[src/rtl/tbdec_timer.sv]
module tbdec_timer #(
  parameter int DW = 32
) (
  input  logic          clk,
  input  logic          rst_n,
  input  logic          tick_en,
  input  logic          wr_en,
  input  logic [1:0]    addr,
  input  logic [DW-1:0] wr_data,
  output logic [DW-1:0] rd_data,
  output logic          irq,
  input  logic          irq_ack
);
  localparam int TW = 2 * DW;
  localparam logic signed [DW-1:0] ONE = DW'(1);

  logic [TW-1:0]        tb_q;
  logic signed [DW-1:0] dec_q;
  logic                 armed_q;
  logic                 pend_q;

  wire wr_lo  = wr_en && addr == 2'd0;
  wire wr_hi  = wr_en && addr == 2'd1;
  wire wr_dec = wr_en && addr == 2'd2;
  wire expire = tick_en && !wr_dec && armed_q && (dec_q <= ONE);

  always_ff @(posedge clk) begin
    if (!rst_n) begin
      tb_q <= '0;
    end else if (wr_lo) begin
      tb_q[DW-1:0] <= wr_data;
    end else if (wr_hi) begin
      tb_q[TW-1:DW] <= wr_data;
    end else if (tick_en) begin
      tb_q <= tb_q + TW'(1);
    end
  end

  always_ff @(posedge clk) begin
    if (!rst_n) begin
      dec_q   <= '0;
      armed_q <= 1'b0;
    end else if (wr_dec) begin
      dec_q   <= wr_data;
      armed_q <= !wr_data[DW-1] || !dec_q[DW-1];
    end else begin
      if (tick_en) dec_q <= dec_q - ONE;
      if (expire)  armed_q <= 1'b0;
    end
  end

  always_ff @(posedge clk) begin
    if (!rst_n) pend_q <= 1'b0;
    else        pend_q <= expire || (pend_q && !irq_ack);
  end

  assign irq = pend_q && !irq_ack;

  always_comb begin
    case (addr)
      2'd0:    rd_data = tb_q[DW-1:0];
      2'd1:    rd_data = tb_q[TW-1:DW];
      2'd2:    rd_data = dec_q;
      default: rd_data = '0;
    endcase
  end
endmodule

[config.mk]
export PLATFORM = sky130hd
export DESIGN_NAME = tbdec_timer
export DESIGN_NICKNAME = d
export VERILOG_FILES = /design/src/rtl/tbdec_timer.sv
export SDC_FILE = /design/constraint.sdc
export NUM_CORES = 1
export LEC_CHECK = 0
export ABC_AREA = 1
export BUFFER_PORTS_ARGS = -buffer_cell sky130_fd_sc_hd__buf_2
export CORE_ASPECT_RATIO = 1.25
export CORE_UTILIZATION = 55
export DETAILED_ROUTE_END_ITERATION = 10
export PLACE_DENSITY = 0.78
export SYNTH_ARGS = -nofsm -noshare
export SYNTH_HDL_FRONTEND = slang
export SYNTH_SLANG_ARGS = --single-unit
export TNS_END_PERCENT = 5
[constraint.sdc]
create_clock -name clk -period 1.8 [get_ports clk]
set_clock_uncertainty 0.2 [all_clocks]
set_input_delay 0 -clock clk [delete_from_list [all_inputs] [get_ports clk]]
set_output_delay 0 -clock clk [all_outputs]
set_load 0.005 [all_outputs]
==> metrics.md, run 1 <==
| Metric | Value |
|---|---|
| Synth warn | 0 |
| CTS tree | done |
| Vias per cell | approximately 6 |
| Worst setup SP type | flop |
| Sequential share of the synthesized area | between 20% and 30% |
| Placed cell areas | around 9900 um2 |
| Status | complete, but fails checks |
| Die width | ~110 um |
| Maximum vdd drop | 622 uV |
| Initial Util | 56.1% |
| Total Neg Setup Slack | -1.54 ns |
| Total power | between 0.006 and 0.007 W |
| Final min period | 1.96 ns |
| WL final | approximately 36 mm |
| Max-cap viol count | 0 |
| Mapped Avg Cell Area | 5.75 um2 |
| Ports | 72 |
| CP Max Fanout | 3 |
| Predominant post-synthesis flop cell | dfxtp_1 |
| Post-synth cell types | 39 |
| Number of synthesized register bits | 98 |
| Hold Path Class | primary input to flop |
| CTS root buf | clkbuf_16 |
| Worst skew pair latency | roughly 0.37 ns |
| Layout cell share with drive strength beyond 1 | a little under a third |
| Synth Cell Area | ~8100 um2 |
| Slew headroom | between 40 and 50% |
| Final net count | ~1,700 |
| # diodes | 0 |
| Setup WS post-layout | -0.157 ns |
| Synthesized Nets | approximately 1,400 |
| Num Clock Sinks | 98 |
| Gr ovfl total | 0 |
| Largest net degree at the start of global routing | 44 |
| Row count | 49 |
| First-pass GRT wire length | about 53 mm |
| RSZ-0062 raised after global routing | true |
| Placement Setup Slack | -0.242 ns |
| Critical path capture point type | flop |
| Kind of critical path | flop to flop |
| GR Util All Layers | a little under half |
| Synthesized instance count | 1,402 |
| PortBufs | between 70 and 80 |
| CTS H-Tree Depth | 3 |
| # DRC | 0 |
| Leak pwr | 4.94 nW |
| Vias in the first global route | just under 10,000 |
| Routability cong. | about 1.1 |
| Async set or reset register ratio after synthesis | 0% |
| DP HPWL | between 20 and 30 mm |
| Final clock period utilization by the worst path | 109% |
| FMAX | ~500 MHz |
| Clk pin slew, worst setup/hold paths | 0.08 ns |
| CTS buffer count | 9 |
| DR WL/cell | 19.7 um |
| Final instance area | roughly 11,000 um2 |
| Die extent in y | ~140 um |
| Number of synthesized flops with an enable pin | 0 |
| Final setup vio count | 33 |
| Crit path DAT | ~2 ns |
| Failing checks | negative setup slack |
| Vias | around 11,000 |
| Initial antenna violation count | 0 |
| Detailed-router iteration count before antenna repair | 6 |
| Required time of the critical path | about 1.8 ns |
| DRT iter0 DRCs | ~1,300 |
| Max Slew Vio Count | 0 |
| Die area | 15,100 um2 |
| Remaining antenna violation count | 0 |
| Core ar. | 14,300 um2 |
| Clock Tree Buf Depth | 2 |
| Synthesis-to-layout area growth | 40.1% |
| Power density over cell area | roughly 600 nW/um2 |
| Slew of the pin with the lowest slew margin | 0.788 ns |
| Hold Vio Cnt, Final | 0 |
power breakdown:
part,total (W),internal [W],switching [W]
Sequential,0.00249,0.00231,0.000185
Clock,0.00202,0.00108,0.000936
Combinational,0.00227,0.000882,0.00139
Total,0.00678,0.00427,0.00251
synth_stat cells, types with 2 or more instances:
master    count  area (um2)
a21oi_2       5        43.8
o22ai_1      10        62.6
ha_1          3        37.5
o21ai_0      62         310
nand3b_1      2        15.0
o32ai_1       2        17.5
a21oi_1     118         591
a31oi_1      19         119
nand4_1      17         106
nor3_2        3        30.0
nand3_1      64         320
nor2_2       23         144
nor2_4       13         146
o211ai_1      4        30.0
inv_2         8        30.0
clkbuf_1     26        97.6
xnor2_1       8        70.1
xor2_1       24         210
or2_2         2        12.5
a211oi_1      4        30.0
dfxtp_1      98        1960
o21bai_1      4        30.0
nor2_1      165         619
o21ai_1      14        70.1
nand2_1     435        1630
nand2_2      22         138
inv_1       177         664
buf_4         3        22.5
o221ai_1     30         263
nand3_2       2        20.0
nor3_1        7        35.0
buf_2        21         105
cells in the final DEF, fill, tap and decap left out, types with 5 or more instances in the layout:
cell	n
buf_4	182
nor2_2	57
xnor2_1	8
dfxtp_2	34
nor3_1	6
nand3_2	7
nand2_2	50
dlygate4sd3_1	37
dfxtp_4	8
buf_12	9
xor2_1	23
o21ai_1	24
o21ai_0	51
inv_1	168
a21oi_2	9
o22ai_1	10
nand2_1	397
a21oi_1	114
inv_2	15
nand4_1	17
nand2_4	11
nor2_1	103
buf_2	71
o221ai_1	30
a31oi_1	19
clkbuf_16	9
dfxtp_1	56
nand3_1	57
buf_6	5
nor2_4	41
timing repair:
| item | in CTS | in global routing |
|---|---|---|
| pin swaps | 13 | 52 |
| endpoints found under the setup margin | 66 | 81 |
| hold endpoints to repair | 98 | 0 |
| setup buffers | 4 | 3 |
| gates resized for setup | 79 | 155 |
| hold buffers | 37 | 0 |
metal layers:
layer,routed length [um],up-vias,global-route usage [%]
met5,0,-,0
met4,3130,0,34.4
met3,4240,214,12.7
met2,16000,787,72.8
met1,13100,4976,56.6
li1,-,5033,-
state kept, by name, indices dropped and copies added (netlist names):
name / count
dec_q: 32
armed_q: 1
tb_q: 64
pend_q: 1
final timing paths:
check             slack, ns     start  depth (start not counted)       end
setup / recovery      -0.16  tb_q[23]                          9  tb_q[40]
hold / removal         0.02     wr_en                          6  dec_q[2]
hold reg to reg        0.29  tb_q[63]                          2  tb_q[63]
setup reg to reg      -0.16  tb_q[23]                          9  tb_q[40]
stage by stage:
step,instances,hold WS [ns],utilization (%)
after floorplan,1402,-0.162,-
after global placement,1788,0.0322,69.1
after detailed placement,1788,0.0313,69.1
after CTS,1844,0.000942,75.3
after global routing,1847,0.0378,78.7
final,1847,0.0234,78.7
layout make-up:
cell class                      instances  area (um2)
Multi-Input combinational cell       1066        5710
Fill cell                            1110        3060
Timing Repair Buffer                  304        2330
Sequential cell                        98        2030
Inverter                              186         704
Clock buffer                           11         233
Tap cell                              178         223
Clock inverter                          4        52.6
kinds of logic after synthesis:
| kind of cell | synth area share (%) |
|---|---|
| AO/OA/AOI/OAI | 19.9 |
| XOR/XNOR | 3.48 |
| adder cells (fa/ha/maj) | 0.466 |
| buffers and inverters | 11.6 |
| flip-flops | 24.4 |
| AND/OR/NAND/NOR | 40.1 |
critical path, stage by stage (launching register included):
cell and delay, ns:
dfxtp_2 0.39, nand2_1 0.17, nor2_2 0.22, nand2_2 0.13, nor2_2 0.22, nand2_1 0.13
o21ai_0 0.16, nand3_1 0.08, nand2_1 0.07, a21oi_1 0.05
Power figures use the tool's default switching activity.
==> inputs of run 2 (changes only) <==
Settings changed: CORE_ASPECT_RATIO 1.25 to 1.5, SETUP_SLACK_MARGIN set to 0.2.
==> run 2 against run 1 <==
The run still ends with negative setup slack left. Via count increased by 2.4%. Register-to-register slack worse by 0.08 ns. Sequential share of layout area fell by 0.34 points. Critical path depth is 2 higher. Fmax shrank 3.8%. Clock power increased by 2%. Largest power group unchanged. Flip-flop and latch count is the same. Clock-buffer cell count shrank 1. Hold slack better by 0.011 ns. Sequential power hardly changed. Combinational power increased by 5%. Setup slack got worse by 0.077 ns.
==> metrics.md, run 2 (same netlist as run 1, synthesis figures left out) <==
| Metric | Value |
|---|---|
| Status | complete, but fails checks |
| Failing checks | negative setup slack |
| Vias | 11,275 (+2.4%) |
| Setup WS post-layout | -0.234 ns (-0.0767 ns) |
| PortBufs | 71 (unchanged) |
| Hold EP | tb_q[0] |
| Layout cell share with drive strength beyond 1 | 33.2% (+1.5 points) |
| Die area | 15,100 um2 (about the same) |
| Multi-input gate area | 5860 um2 (+2.7%) |
| Commonest non-fill, non-tap cell in the layout | nand2_1 |
| Initial Util | 57.0% (+0.88 points) |
| Crit path largest cell delay | 0.39 ns (about the same) |
| Row count | 53 (+8.2%) |
| Kind of critical path | flop to flop |
| Busiest grt layer | met2 |
| Slowest stage cell, crit path | nor3_4 |
| CP Max Fanout | 4 (+1) |
| DP HPWL | 27.4 mm (+2.6%) |
| Die extent in y | 150 um (+9.4%) |
| Total Neg Setup Slack | -3.37 ns (-1.83 ns) |
| GR Layer Usage met2 | 79.6% (+6.7 points) |
| Routability cong. | 1.11 (+0.44%) |
| DR WL/cell | 20.6 um (+4.3%) |
| Hold Path Class | primary input to flop |
| Remaining antenna violation count | 0 (unchanged) |
| Length in cells of the worst reg-to-reg path | 11 (+2) |
| Layout Cells excl Fill | 1,866 (+1.0%) |
| Fillers | 1,042 (-6.1%) |
| Initial antenna violation count | 1 (+1) |
| Reg with most FFs | tb_q |
| Clk pin slew, worst setup/hold paths | 0.08 ns (about the same) |
| Synthesis-to-layout area growth | 42.9% |
| Largest regs | tb_q (64), dec_q (32) |
| R2R Setup Slk | -0.23 ns (-0.08 ns) |
| Final setup vio count | 52 (+58%) |
| Max Slew Vio Count | 0 (unchanged) |
| Vias per cell | 6.04 (+1.4%) |
| Reg area | 2040 um2 (about the same) |
| Hold Vio Cnt, Final | 0 (unchanged) |
| # DRC | 0 (unchanged) |
| Slew headroom | 47.6% (+0.21 points) |
| Worst setup SP type | flop |
| CTS root buf | clkbuf_16 |
| Crit path DAT | 2.09 ns (+0.09 ns) |
| Core Util, Final | 81.5% (+2.8 points) |
| Die width | 101 um (-8.6%) |
| Required time of the critical path | 1.85 ns (about the same) |
| Final clock period utilization by the worst path | 113% (+4.3 points) |
| CTS H-Tree Depth | 3 (unchanged) |
| Num Clock Sinks | 98 (unchanged) |
| GR Util All Layers | 49.9% (+2.4 points) |
| Max reg flops | 64 (unchanged) |
| Largest net degree at the start of global routing | 43 (-2.3%) |
| Worst skew pair latency | 0.37 ns (about the same) |
| Max-cap viol count | 0 (unchanged) |
| Maximum vdd drop | 550 uV (-12%) |
| FMAX | 492 MHz (-3.8%) |
| GR Layer Usage met1 | 53.8% (-2.9 points) |
| Post-Place Cells | 1,808 (+1.1%) |
| Critical Path, Cell by Cell | ha_4 -> nand2_4 -> nor2_4 -> nand2_4 -> nor3_4 -> buf_6 -> nand2_2 -> nand2_1 -> nand3_1 -> nand2_1 -> a21oi_2 |
| Most frequent cells in the layout | nand2_1, buf_4, inv_1, a21oi_1, nor2_1 |
| Slew of the pin with the lowest slew margin | 0.785 ns (-0.00320 ns) |
| Leak pwr | 5.10 nW (+3.3%) |
| Detailed-router iteration count before antenna repair | 7 (+1) |
| Met3 usage | 15.8% (+3.1 points) |
| Worst hold start | wr_en |
| Gr ovfl total | 0 (unchanged) |
| First-pass GRT wire length | 56.1 mm (+6.3%) |
| Final min period | 2.03 ns (+0.0767 ns) |
| Placement Setup Slack | -0.316 ns (-0.0745 ns) |
| DRT iter0 DRCs | 1,479 (+14%) |
| Critical path capture point type | flop |
| RR Startpoint | tb_q[1] |
| WL final | 38.4 mm (+5.4%) |
| CTS buffer count | 9 (unchanged) |
| RSZ-0062 raised after global routing | true |
| Ports | 72 (unchanged) |
| # diodes | 0 (unchanged) |
| Vias in the first global route | 10,469 (+7.2%) |
| CTS tree | done |
| Core ar. | 14,100 um2 (-1.5%) |
| Power density over cell area | 603 nW/um2 (+0.47%) |
| Clock Tree Buf Depth | 2 (unchanged) |
| R2R Path End | tb_q[54] |
| Final net count | 1,712 (+0.29%) |
| Worst hold path depth | 5 (-1) |
==> run 2: cell count changes in the layout (fill, tap and decap cells not counted), moves of 6 or more <==
| cell | delta |
|---|---|
| o21ai_1 | +7 |
| buf_6 | +8 |
| o21ai_0 | -8 |
| nor2_4 | +9 |
| nor2_2 | -8 |
| nand2_2 | +6 |
| nand2_1 | -11 |
==> run 2: power by group <==
part,internal (W),leakage (nW),total [W],switching (W)
combinational,0.000930,4.14,0.00238,0.00145
clock,0.00112,0.141,0.00207,0.000954
sequential,0.00231,0.820,0.00249,0.000182
total,0.00436,5.10,0.00694,0.00259
==> run 2: metal layers <==
| metal | vias to the layer above | routed length (um) |
|---|---|---|
| met1 | 5033 | 12400 |
| li1 | 5044 | - |
| met5 | - | 11 |
| met4 | 2 | 4060 |
| met3 | 311 | 4980 |
| met2 | 885 | 17000 |
==> run 2: worst max path at each step <==
| stage | start | end | slack, ns | cells after the start |
|---|---|---|---|---|
| 3_5_place_dp | tb_q[15] | tb_q[54] | -0.32 | 11 |
| 3_3_place_gp | tb_q[15] | tb_q[54] | -0.30 | 11 |
| 6_report | tb_q[1] | tb_q[54] | -0.23 | 11 |
| 4_1_cts | tb_q[1] | tb_q[23] | -0.06 | 10 |
| 2_1_floorplan | dec_q[1] | dec_q[30] | 0.10 | 11 |
| 5_1_grt | tb_q[16] | tb_q[47] | -0.30 | 11 |
==> run 2: critical path, delay by kind of cell (launching register included) <==
family	cells	cell delay, ns
adder cells (fa/ha/maj)	1	0.17
flip-flops	1	0.38
AO/OA/AOI/OAI	1	0.05
AND/OR/NAND/NOR	8	0.95
buffers and inverters	1	0.16
==> run 2: cell type report <==
cell class                      count  share of cell area (%)
Multi-Input combinational cell   1066                    51.0
Timing Repair Buffer              309                    20.5
Sequential cell                    98                    17.7
Inverter                          186                    6.10
Tap cell                          192                    2.09
Clock buffer                       10                    2.08
Clock inverter                      5                   0.544
==> run 2: per-stage QoR <==
step / hold WS, ns / instance area [um2] / power [W]
after detailed placement: 0.0294 / 10000 / 0.00454
after floorplan: -0.162 / 8100 / 0.00367
after global placement: 0.0325 / 10000 / 0.00451
after CTS: 0.0264 / 11100 / 0.00670
final: 0.0340 / 11500 / 0.00694
after global routing: 0.0449 / 11500 / 0.00719
==> run 2: timing repair <==
| item | CTS | global route |
|---|---|---|
| setup buffers | 7 | 1 |
| endpoints found under the setup margin | 86 | 103 |
| pin swaps | 38 | 37 |
| gates resized for setup | 129 | 144 |
| hold buffers | 35 | 0 |
| gates cloned | 0 | 0 |
| endpoints found under the hold margin | 95 | 0 |
